### config.mk
export PLATFORM = sky130hd
export DESIGN_NAME = sram_seq
export DESIGN_NICKNAME = d
export VERILOG_FILES = /design/src/rtl/sram_seq_pkg.sv /design/src/rtl/sram_seq_timer.sv /design/src/rtl/sram_seq_ctrl.sv /design/src/rtl/sram_seq_dpath.sv /design/src/rtl/sram_seq.sv
export SDC_FILE = /design/constraint.sdc
export NUM_CORES = 1
export LEC_CHECK = 0
export ABC_AREA = 1
export BUFFER_PORTS_ARGS = -buffer_cell sky130_fd_sc_hd__buf_2
export CAP_MARGIN = 20
export CORE_ASPECT_RATIO = 1.25
export CORE_UTILIZATION = 49
export CTS_BUF_LIST = sky130_fd_sc_hd__clkbuf_8
export CTS_CLUSTER_SIZE = 40
export DETAILED_ROUTE_END_ITERATION = 12
export PLACE_DENSITY = 0.8
export SETUP_SLACK_MARGIN = 0.1
export SLEW_MARGIN = 10
export SYNTH_ARGS = -nofsm -noshare
export SYNTH_HDL_FRONTEND = slang
export SYNTH_SLANG_ARGS = --single-unit
### constraint.sdc
create_clock -name clk -period 2.6 [get_ports clk]
set_input_delay 0.13 -clock clk [delete_from_list [all_inputs] [get_ports clk]]
set_output_delay 0.13 -clock clk [all_outputs]
set_load 0.02 [all_outputs]
### src/rtl/sram_seq_pkg.sv
package sram_seq_pkg;

  typedef enum logic [2:0] {
    ST_IDLE,
    ST_RD,
    ST_RHZ,
    ST_RSPW,
    ST_WSU,
    ST_WPL,
    ST_WHD,
    ST_WREC
  } seq_state_e;

  typedef struct packed {
    logic ce_n;
    logic oe_n;
    logic we_n;
    logic dq_oe;
  } strobe_t;

  localparam strobe_t STRB_IDLE = '{ce_n: 1'b1, oe_n: 1'b1, we_n: 1'b1, dq_oe: 1'b0};

  // Whole clock cycles covering a delay, never fewer than one.
  function automatic int ns2cyc(input int ns, input int period);
    int c;
    c = (ns + period - 1) / period;
    return (c < 1) ? 1 : c;
  endfunction

  function automatic int imax(input int a, input int b);
    return (a > b) ? a : b;
  endfunction

endpackage

### src/rtl/sram_seq_timer.sv
module sram_seq_timer #(
  parameter int CW = 4
) (
  input  logic          clk,
  input  logic          rst_n,
  input  logic          load,
  input  logic [CW-1:0] load_val,
  output logic          zero
);

  logic [CW-1:0] cnt_q;

  always_ff @(posedge clk or negedge rst_n) begin
    if (!rst_n) begin
      cnt_q <= '0;
    end else if (load) begin
      cnt_q <= load_val;
    end else if (cnt_q != '0) begin
      cnt_q <= cnt_q - 1'b1;
    end
  end

  assign zero = (cnt_q == '0);

endmodule

### src/rtl/sram_seq_ctrl.sv
module sram_seq_ctrl
  import sram_seq_pkg::*;
#(
  parameter int CE_TERM = 0,
  parameter int N_RD    = 7,
  parameter int N_HZ    = 3,
  parameter int N_AS    = 1,
  parameter int N_PW    = 6,
  parameter int N_DH    = 1,
  parameter int N_REC   = 1,
  parameter int CW      = 4
) (
  input  logic          clk,
  input  logic          rst_n,
  input  logic          req_valid,
  input  logic          req_write,
  input  logic          rsp_valid,
  input  logic          rsp_ready,
  input  logic          tmr_zero,
  output logic          tmr_load,
  output logic [CW-1:0] tmr_val,
  output logic          accept,
  output logic          cap_en,
  output logic          req_ready,
  output logic          busy,
  output logic          ce_n,
  output logic          oe_n,
  output logic          we_n,
  output logic          dq_oe
);

  seq_state_e st_q, st_nx;
  strobe_t    strb_q, strb_nx;
  strobe_t    su_strb, hd_strb;

  // The selected write ending decides which strobe leads in the setup and
  // which one is left low during the data hold.
  if (CE_TERM != 0) begin : g_ce_end
    assign su_strb = '{ce_n: 1'b1, oe_n: 1'b1, we_n: 1'b0, dq_oe: 1'b0};
    assign hd_strb = '{ce_n: 1'b1, oe_n: 1'b1, we_n: 1'b0, dq_oe: 1'b1};
  end else begin : g_we_end
    assign su_strb = '{ce_n: 1'b0, oe_n: 1'b1, we_n: 1'b1, dq_oe: 1'b0};
    assign hd_strb = '{ce_n: 1'b0, oe_n: 1'b1, we_n: 1'b1, dq_oe: 1'b1};
  end

  function automatic int dur(input seq_state_e s);
    case (s)
      ST_RD:   return N_RD;
      ST_RHZ:  return N_HZ;
      ST_WSU:  return N_AS;
      ST_WPL:  return N_PW;
      ST_WHD:  return N_DH;
      ST_WREC: return N_REC;
      default: return 1;
    endcase
  endfunction

  always_comb begin
    st_nx  = st_q;
    accept = 1'b0;
    cap_en = 1'b0;
    case (st_q)
      ST_IDLE: begin
        if (req_valid) begin
          accept = 1'b1;
          st_nx  = req_write ? ST_WSU : ST_RD;
        end
      end
      ST_RD: begin
        if (tmr_zero) begin
          cap_en = 1'b1;
          st_nx  = ST_RHZ;
        end
      end
      ST_RHZ: begin
        if (tmr_zero) st_nx = (rsp_valid && !rsp_ready) ? ST_RSPW : ST_IDLE;
      end
      ST_RSPW: begin
        if (!rsp_valid || rsp_ready) st_nx = ST_IDLE;
      end
      ST_WSU:  if (tmr_zero) st_nx = ST_WPL;
      ST_WPL:  if (tmr_zero) st_nx = ST_WHD;
      ST_WHD:  if (tmr_zero) st_nx = ST_WREC;
      ST_WREC: if (tmr_zero) st_nx = ST_IDLE;
      default: st_nx = ST_IDLE;
    endcase
  end

  assign tmr_load = (st_nx != st_q);
  assign tmr_val  = CW'(dur(st_nx) - 1);

  // Strobes are decoded from the next state and registered, so the pins
  // switch on the same edge as the state and never glitch.
  always_comb begin
    case (st_nx)
      ST_RD:   strb_nx = '{ce_n: 1'b0, oe_n: 1'b0, we_n: 1'b1, dq_oe: 1'b0};
      ST_WSU:  strb_nx = su_strb;
      ST_WPL:  strb_nx = '{ce_n: 1'b0, oe_n: 1'b1, we_n: 1'b0, dq_oe: 1'b1};
      ST_WHD:  strb_nx = hd_strb;
      default: strb_nx = STRB_IDLE;
    endcase
  end

  always_ff @(posedge clk or negedge rst_n) begin
    if (!rst_n) begin
      st_q   <= ST_IDLE;
      strb_q <= STRB_IDLE;
    end else begin
      st_q   <= st_nx;
      strb_q <= strb_nx;
    end
  end

  assign req_ready = (st_q == ST_IDLE);
  assign busy      = (st_q != ST_IDLE);
  assign ce_n      = strb_q.ce_n;
  assign oe_n      = strb_q.oe_n;
  assign we_n      = strb_q.we_n;
  assign dq_oe     = strb_q.dq_oe;

endmodule

### src/rtl/sram_seq_dpath.sv
module sram_seq_dpath #(
  parameter int AW = 19,
  parameter int DW = 8
) (
  input  logic          clk,
  input  logic          rst_n,
  input  logic          accept,
  input  logic [AW-1:0] req_addr,
  input  logic [DW-1:0] req_wdata,
  input  logic          cap_en,
  input  logic [DW-1:0] sram_dq_in,
  input  logic          rsp_ready,
  output logic [AW-1:0] sram_addr,
  output logic [DW-1:0] sram_dq_out,
  output logic          rsp_valid,
  output logic [DW-1:0] rsp_data
);

  logic [AW-1:0] addr_q;
  logic [DW-1:0] wd_q;
  logic [DW-1:0] rd_q;
  logic          vld_q;

  always_ff @(posedge clk or negedge rst_n) begin
    if (!rst_n) begin
      addr_q <= '0;
      wd_q   <= '0;
    end else if (accept) begin
      addr_q <= req_addr;
      wd_q   <= req_wdata;
    end
  end

  always_ff @(posedge clk or negedge rst_n) begin
    if (!rst_n) begin
      rd_q  <= '0;
      vld_q <= 1'b0;
    end else if (cap_en) begin
      rd_q  <= sram_dq_in;
      vld_q <= 1'b1;
    end else if (vld_q && rsp_ready) begin
      vld_q <= 1'b0;
    end
  end

  assign sram_addr   = addr_q;
  assign sram_dq_out = wd_q;
  assign rsp_valid   = vld_q;
  assign rsp_data    = rd_q;

endmodule

### src/rtl/sram_seq.sv
module sram_seq
  import sram_seq_pkg::*;
#(
  parameter int CLK_NS     = 10,
  parameter int AW         = 19,
  parameter int DW         = 8,
  parameter int CE_TERM    = 0,
  parameter int T_RC_NS    = 70,
  parameter int T_ACC_NS   = 70,
  parameter int T_CO_NS    = 70,
  parameter int T_OE_NS    = 35,
  parameter int T_HZ_NS    = 25,
  parameter int T_WC_NS    = 70,
  parameter int T_WP_NS    = 55,
  parameter int T_AS_NS    = 0,
  parameter int T_DS_NS    = 30,
  parameter int T_WR_WE_NS = 5,
  parameter int T_DH_WE_NS = 0,
  parameter int T_WR_CE_NS = 15,
  parameter int T_DH_CE_NS = 10
) (
  input  logic          clk,
  input  logic          rst_n,
  input  logic          req_valid,
  output logic          req_ready,
  input  logic          req_write,
  input  logic [AW-1:0] req_addr,
  input  logic [DW-1:0] req_wdata,
  output logic          rsp_valid,
  input  logic          rsp_ready,
  output logic [DW-1:0] rsp_data,
  output logic          busy,
  output logic [AW-1:0] sram_addr,
  output logic          sram_ce_n,
  output logic          sram_oe_n,
  output logic          sram_we_n,
  output logic [DW-1:0] sram_dq_out,
  output logic          sram_dq_oe,
  input  logic [DW-1:0] sram_dq_in
);

  localparam int N_RD  = imax(imax(ns2cyc(T_ACC_NS, CLK_NS), ns2cyc(T_CO_NS, CLK_NS)),
                              imax(ns2cyc(T_OE_NS, CLK_NS), ns2cyc(T_RC_NS, CLK_NS)));
  localparam int N_HZ  = ns2cyc(T_HZ_NS, CLK_NS);
  localparam int N_AS  = ns2cyc(T_AS_NS, CLK_NS);
  localparam int N_PW  = imax(ns2cyc(T_WP_NS, CLK_NS), ns2cyc(T_DS_NS, CLK_NS));
  localparam int N_DH  = ns2cyc((CE_TERM != 0) ? T_DH_CE_NS : T_DH_WE_NS, CLK_NS);
  localparam int N_WR  = ns2cyc((CE_TERM != 0) ? T_WR_CE_NS : T_WR_WE_NS, CLK_NS);
  localparam int N_WC  = ns2cyc(T_WC_NS, CLK_NS);
  localparam int N_REC = imax(N_WR, N_WC - (N_AS + N_PW + N_DH));
  localparam int N_MAX = imax(imax(imax(N_RD, N_HZ), imax(N_AS, N_PW)), imax(N_DH, N_REC));
  localparam int CW    = $clog2(N_MAX + 1);

  logic          tmr_load;
  logic [CW-1:0] tmr_val;
  logic          tmr_zero;
  logic          accept;
  logic          cap_en;

  sram_seq_timer #(.CW(CW)) i_timer (
    .clk      (clk),
    .rst_n    (rst_n),
    .load     (tmr_load),
    .load_val (tmr_val),
    .zero     (tmr_zero)
  );

  sram_seq_ctrl #(
    .CE_TERM (CE_TERM),
    .N_RD    (N_RD),
    .N_HZ    (N_HZ),
    .N_AS    (N_AS),
    .N_PW    (N_PW),
    .N_DH    (N_DH),
    .N_REC   (N_REC),
    .CW      (CW)
  ) i_ctrl (
    .clk       (clk),
    .rst_n     (rst_n),
    .req_valid (req_valid),
    .req_write (req_write),
    .rsp_valid (rsp_valid),
    .rsp_ready (rsp_ready),
    .tmr_zero  (tmr_zero),
    .tmr_load  (tmr_load),
    .tmr_val   (tmr_val),
    .accept    (accept),
    .cap_en    (cap_en),
    .req_ready (req_ready),
    .busy      (busy),
    .ce_n      (sram_ce_n),
    .oe_n      (sram_oe_n),
    .we_n      (sram_we_n),
    .dq_oe     (sram_dq_oe)
  );

  sram_seq_dpath #(.AW(AW), .DW(DW)) i_dpath (
    .clk         (clk),
    .rst_n       (rst_n),
    .accept      (accept),
    .req_addr    (req_addr),
    .req_wdata   (req_wdata),
    .cap_en      (cap_en),
    .sram_dq_in  (sram_dq_in),
    .rsp_ready   (rsp_ready),
    .sram_addr   (sram_addr),
    .sram_dq_out (sram_dq_out),
    .rsp_valid   (rsp_valid),
    .rsp_data    (rsp_data)
  );

endmodule

==> results of run 1 <==
[area by class of cell]
class / count / area [sq um] / area share [%]
Clock inverter: 3 / 37.5 / 1.44
Tap cell: 54 / 67.6 / 2.59
Timing Repair Buffer: 84 / 450 / 17.3
Clock buffer: 5 / 68.8 / 2.64
Multi-Input combinational cell: 99 / 768 / 29.5
Inverter: 16 / 60.1 / 2.30
Sequential cell: 46 / 1150 / 44.3
[cell families (layout without fill, tap and decap cells)]
group           count (synthesis)  after routing  synth area share [%]
fa+ha+maj                       1              1                 0.625
compound gates                  7              7                  2.38
mux                            35             35                  19.7
flops                          46             46                  57.7
simple gates                   56             56                  15.7
buf+inv                        19            108                  3.88
[per-stage QoR]
stage	util [%]	hold slack (ns)
2_1_floorplan	-	-0.166
3_3_place_gp	64.0	0.346
3_5_place_dp	64.0	0.353
4_1_cts	66.8	0.0342
5_1_grt	67.8	0.0486
6_report	67.8	0.0666
[layer usage]
layer / track usage [%] / share of wire [%]
met1: 20.1 / 40
met4: 7.94 / 1.6
met2: 32.7 / 53
met5: 0 / 0
met3: 4.75 / 4.8
[flip-flops by register name, indices dropped and copies added (netlist names), 3 cells and up]
signal,cells
i_ctrl.st_q,3
i_timer.cnt_q,3
i_dpath.rsp_data,8
i_dpath.sram_addr,19
i_dpath.sram_dq_out,8
[worst paths after layout]
path | depth (start not counted) | startpoint | slack (ns) | to
max | 13 | i_timer.cnt_q[1] | 0.43 | i_timer.cnt_q[1]
min | 2 | req_addr[7] | 0.07 | i_dpath.sram_addr[7]
max reg2reg | 13 | i_timer.cnt_q[1] | 0.43 | i_timer.cnt_q[1]
min reg2reg | 1 | i_dpath.rsp_data[2] | 0.50 | i_dpath.rsp_data[2]
max in group asynchronous | 3 | rst_n | 1.71 | i_dpath.rsp_data[5]
min in group asynchronous | 2 | rst_n | 0.38 | i_dpath.sram_dq_out[6]
[worst max-delay path, delay by kind of cell (launching register included)]
family	cells	cell delay, ns
AND/OR/NAND/NOR	9	1.32
buffers and inverters	3	0.19
flip-flops	1	0.40
adder cells (fa/ha/maj)	1	0.21
[power by group through the flow]
stage | registers (uW) | clock network [uW] | logic [uW]
finish | 1250 | 494 | 1830
global route | 1300 | 542 | 2000
CTS | 1250 | 515 | 1850
detailed placement | 1270 | 0 | 1850
global placement | 1250 | 0 | 1820
floorplan | 1660 | 0 | 926
[synthesized netlist by cell type, drive strengths merged]
cell type  number  area (sq um)
or4             1          7.51
o221ai          1          8.76
ha              1          12.5
nand3b          1          7.51
nand2b          1          6.26
a21boi          2          15.0
a21oi           3          18.8
nand3          10          60.1
buf             3          17.5
or2             2          12.5
dfrtp          43          1080
mux2           35           394
nand2          27           136
nor2           12          65.1
nand4           2          18.8
o21ai           1          5.00
dfstp           3          78.8
inv            16          60.1
==> metrics.csv, run 1 <==
stage;metric;value;unit
finish;commonest non-fill, non-tap cell in the layout;buf_2;
yosys;post-synth cell types;28;
critical_path;Top cell by count, worst path;inv_1;
clock_network;clk slew on worst S/H paths;0.08;ns
critical_path;CP max stage cell;dfrtp_1;
power_and_ir_drop;P_sw;1470;uW
placed_design;hpwl dp;2950;um
detailed_routing;DR WL/cell;12.4;um
grt;vias in the first global route;1362;
clock_network;clk sink count;46;
yosys;Avg Cell Area, Syn;12.2;sq um
power_and_ir_drop;PwrDens;1370;nW/um^2
detailed_routing;antenna viol nets, final;0;
placed_design;Cell Area, Placed;2460;sq um
detailed_routing;router iterations before antenna repair;4;
critical_path;Cell Chain, Critical Path;nor2_2 -> nand3_1 -> nor2_2 -> inv_1 -> nand4_2 -> nand2b_1 -> nand2_1 -> nand3_1 -> nand2_1 -> inv_1 -> ha_1 -> or2_1 -> inv_1;
grt;initial antenna violation count;0;
placed_design;number of port buffers;81;
die;starting density of the core;52.0;%
clock_network;H-tree lvl count;2;
clock_network;hold buffer count at CTS;0;
timing;Tmin final;2.17;ns
detailed_routing;Vias;1491;
placed_design;Final GP Congestion;0.821;
finish;most frequent cells in the layout;buf_2, dfrtp_1, mux2_2, nand2_1, inv_1;
grt;largest net degree at the start of global routing;47;
timing;pins over their slew limit;0;
timing;Least-Margin Pin Slew;0.590;ns
placed_design;Place WS;0.462;ns
die;Die ar.;4340;sq um
timing;Fmax achieved;461;MHz
finish;Final Cell Area;2610;sq um
clock_network;Post-CTS Setup Inserts;0;
detailed_routing;Via density;4.86;
clock_network;TritonCTS buffer count;5;
yosys;sequential-to-total area share from yosys stat;57.7;%
die;CORE AREA;3850;sq um
clock_network;CTS Root Cell;clkbuf_8;
power_and_ir_drop;Gate power share;51.2;%
timing;clock skew;0.00522;ns
clock_network;clock tree buffer depth;2;
die;chip height;73.4;um
yosys;Ys Warns;0;
critical_path;CP Capture Type;flop;
detailed_routing;final WL;3800;um
power_and_ir_drop;Cell Int Power;2110;uW
timing;Final period util;83.4;%
run;max-cap viol count;0;
grt;global-route wire length before repair;5890;um
timing;Final setup viols;0;
clock_network;CTS tree;yes;
die;num rows;25;
timing;setup tns final;0;ns
timing;setup slack after layout;0.433;ns
finish;Fillers;316;
finish;area delta synth->final;30.3;%
grt;GRT Resource Usage Total;18.3;%
critical_path;WS Path Type;reg -> reg;
power_and_ir_drop;Seq pwr share;35.0;%
power_and_ir_drop;leak pwr;0.00133;uW
outcome;status;completed;
die;I/O pin count;82;
timing;RSZ-0062 raised after global routing;no;
finish;ant diodes;0;
yosys;mapped cell area;2000;sq um
worst_hold_path;Worst Hold Class;in -> reg;
detailed_routing;drt drc;0;
critical_path;startpoint types;flop;
power_and_ir_drop;switching fraction of total power;41.0;%
timing;Fin. Hold Viols;0;
critical_path;Req. time, crit path;2.83;ns
finish;proportion of layout cells with a drive suffix above 1;59.7;%
timing;relative slew slack;60.7;%
placed_design;placed instance count;297;
critical_path;crit path max fanout;5;
critical_path;Arrival @ worst endpoint;2.40;ns
finish;Layout Nets;293;
die;DIE WIDTH;59.2;um
yosys;syn_nets;205;
detailed_routing;DRT iter0 DRCs;47;
power_and_ir_drop;Clk pwr share;13.8;%
yosys;Syn Inst Count;164;
power_and_ir_drop;Peak VDD IR;0.624;mV
clock_network;clk_lat worst skew;0.29;ns
finish;post-route insts no fill;307;
power_and_ir_drop;Final Power;3580;uW
grt;grt ovf;0;
yosys;synthesized flop and latch total;46;
clock_network;CTS resizes;0;
critical_path;slowest stage delay, CP;0.40;ns
Power figures use the tool's default switching activity.
==> inputs of run 2 (changes only) <==
==> constraint.sdc (replaced) <==
create_clock -name clk -period 2 [get_ports clk]
set_input_delay 0.1 -clock clk [delete_from_list [all_inputs] [get_ports clk]]
set_output_delay 0.1 -clock clk [all_outputs]
set_load 0.02 [all_outputs]
==> run 2 against run 1 <==
The run now ends with negative setup slack left; die area unchanged; sequential power up 31%; register-to-register slack worse by 0.50 ns; final area up 11%; critical path depth unchanged; worst setup slack worse by 0.50 ns; core utilization up 7.2 points; critical endpoint unchanged.
==> metrics.csv, run 2 (synthesis gave the netlist of run 1 again) <==
stage;metric;value;unit;change
finish;Layout Nets;315;;+7.5%
timing;setup slack after layout;-0.0690;ns;-0.502 ns
critical_path;crit path buf inv count;2;;-1
clock_network;clk sink count;46;;unchanged
finish;commonest non-fill, non-tap cell in the layout;buf_2;;
timing;Final setup viols;2;;+2
grt;largest net degree at the start of global routing;28;;-40%
timing;clock skew;0.00358;ns;-0.00164 ns
grt;initial antenna violation count;0;;unchanged
detailed_routing;router iterations before antenna repair;7;;+3
worst_hold_path;Hold Crit Depth;2;;unchanged
finish;max reg flops;19;;unchanged
power_and_ir_drop;Peak VDD IR;1.08;mV;+73%
critical_path;CP max stage cell;dfrtp_1;;
finish;post-route insts no fill;329;;+7.2%
placed_design;Place WS;0.0203;ns;-0.442 ns
critical_path;critical path launch point;i_timer.cnt_q[1];;
critical_path;RR Startpoint;i_timer.cnt_q[1];;
grt;vias in the first global route;1643;;+21%
placed_design;Cell Area, Placed;2510;sq um;+1.9%
clock_network;clk slew on worst S/H paths;0.08;ns;about the same
critical_path;Arrival @ worst endpoint;2.31;ns;-0.09 ns
critical_path;depth of the most critical reg-to-reg path;13;;unchanged
die;starting density of the core;52.0;%;unchanged
clock_network;TritonCTS buffer count;5;;unchanged
grt;GRT Resource Usage Total;21.6;%;+3.3 points
die;Die ar.;4340;sq um;unchanged
power_and_ir_drop;PwrDens;1890;nW/um^2;+38%
die;num rows;25;;unchanged
finish;ant diodes;0;;unchanged
finish;most frequent cells in the layout;buf_2, dfrtp_1, mux2_2, buf_4, nand2_1;;
critical_path;slowest stage delay, CP;0.43;ns;+0.03 ns
clock_network;clk_lat worst skew;0.30;ns;about the same
critical_path;Stages on worst setup path;13;;unchanged
power_and_ir_drop;Final Power;5460;uW;+52%
power_and_ir_drop;leak pwr;0.00147;uW;+9.8%
timing;Final period util;103;%;+20 points
timing;RSZ-0062 raised after global routing;yes;;
critical_path;WS Path Type;reg -> reg;;
placed_design;Final GP Congestion;0.932;;+14%
timing;pins over their slew limit;0;;unchanged
worst_hold_path;Worst Hold Class;in -> reg;;
placed_design;placed instance count;302;;+1.7%
finish;Final Cell Area;2880;sq um;+11%
worst_hold_path;worst hold start;req_wdata[3];;
grt;global-route wire length before repair;6940;um;+18%
outcome;failing checks;negative setup slack;;
detailed_routing;drt drc;0;;unchanged
clock_network;CTS tree;yes;;
clock_network;clock tree buffer depth;2;;unchanged
critical_path;CP Capture Type;flop;;
detailed_routing;DRT iter0 DRCs;91;;+94%
die;CORE AREA;3850;sq um;unchanged
critical_path;Top delay family on crit path;simple AND/OR/NAND/NOR gates;;
grt;grt ovf;0;;unchanged
die;chip height;73.4;um;unchanged
critical_path;Req. time, crit path;2.24;ns;-0.59 ns
timing;Fin. Hold Viols;0;;unchanged
detailed_routing;Vias;1675;;+12%
detailed_routing;DR WL/cell;14.6;um;+17%
placed_design;number of port buffers;81;;unchanged
critical_path;Cell Chain, Critical Path;nor2_4 -> nand3_2 -> nand2_4 -> nand3_4 -> a21boi_4 -> nand2_1 -> nand2_1 -> nand3_2 -> nand2_2 -> inv_2 -> ha_4 -> or2_1 -> inv_1;;
outcome;status;complete, but fails checks;;
detailed_routing;antenna viol nets, final;0;;unchanged
critical_path;startpoint types;flop;;
clock_network;H-tree lvl count;2;;unchanged
clock_network;CTS Root Cell;clkbuf_8;;
timing;Fmax achieved;483;MHz;+4.8%
finish;area delta synth->final;44.1;%;
detailed_routing;Via density;5.09;;+4.8%
die;I/O pin count;82;;unchanged
run;max-cap viol count;0;;unchanged
finish;Fillers;278;;-12%
detailed_routing;final WL;4790;um;+26%
die;DIE WIDTH;59.2;um;unchanged
finish;proportion of layout cells with a drive suffix above 1;69.5;%;+9.8 points
placed_design;hpwl dp;2980;um;+1.1%
timing;relative slew slack;71.6;%;+11 points
timing;Tmin final;2.07;ns;-0.0985 ns
critical_path;crit path max fanout;3;;-2
timing;Least-Margin Pin Slew;0.426;ns;-0.164 ns
run 2: worst paths after layout:
| kind | slack, ns | end |
|---|---|---|
| worst min register to register | 0.50 | i_dpath.sram_addr[3] |
| worst max register to register | -0.07 | i_timer.cnt_q[1] |
| max in group asynchronous | 1.00 | i_ctrl.st_q[0] |
| min in group asynchronous | 0.26 | i_dpath.sram_dq_out[5] |
| worst max-delay path | -0.07 | i_timer.cnt_q[1] |
| worst min-delay path | 0.03 | i_dpath.sram_dq_out[3] |
run 2: power breakdown:
| group | internal, uW | switching (uW) |
|---|---|---|
| clock | 364 | 300 |
| combinational | 1380 | 1780 |
| sequential | 1420 | 228 |
| total | 3160 | 2310 |
run 2: metrics by stage:
| stage | setup TNS [ns] | hold WS [ns] | util, % |
|---|---|---|---|
| 6_report | -0.0698 | 0.0276 | 74.9 |
| 5_1_grt | -0.340 | 0.0182 | 74.9 |
| 4_1_cts | 0 | 0.0213 | 70.6 |
| 3_5_place_dp | 0 | 0.0556 | 65.2 |
| 3_3_place_gp | 0 | 0.0539 | 65.2 |
| 2_1_floorplan | 0 | -0.196 | - |
run 2: cell type report:
type | count | area [sq um] | area share [%]
clock buffers | 5 | 68.8 | 2.39
clock inverters | 3 | 37.5 | 1.30
inverters | 16 | 60.1 | 2.08
multi-input cells | 99 | 896 | 31.1
flip-flops and latches | 46 | 1160 | 40.1
well taps | 54 | 67.6 | 2.34
repair buffers | 106 | 596 | 20.7
run 2: routing by layer:
layer,track usage (%),vias up,share of wire (%)
met5,0,-,0
met4,10.1,0,2.9
met3,6.51,14,6.6
met2,36.6,83,56
met1,24.9,815,35
li1,-,763,-
run 2: repair_timing:
item | CTS | global route
resized for setup | 8 | 19
pin swaps | 11 | 19
buffers inserted | 8 | 10
setup endpoints to repair | 2 | 2
endpoints found under the hold margin | 16 | 0
hold buffers | 1 | 0
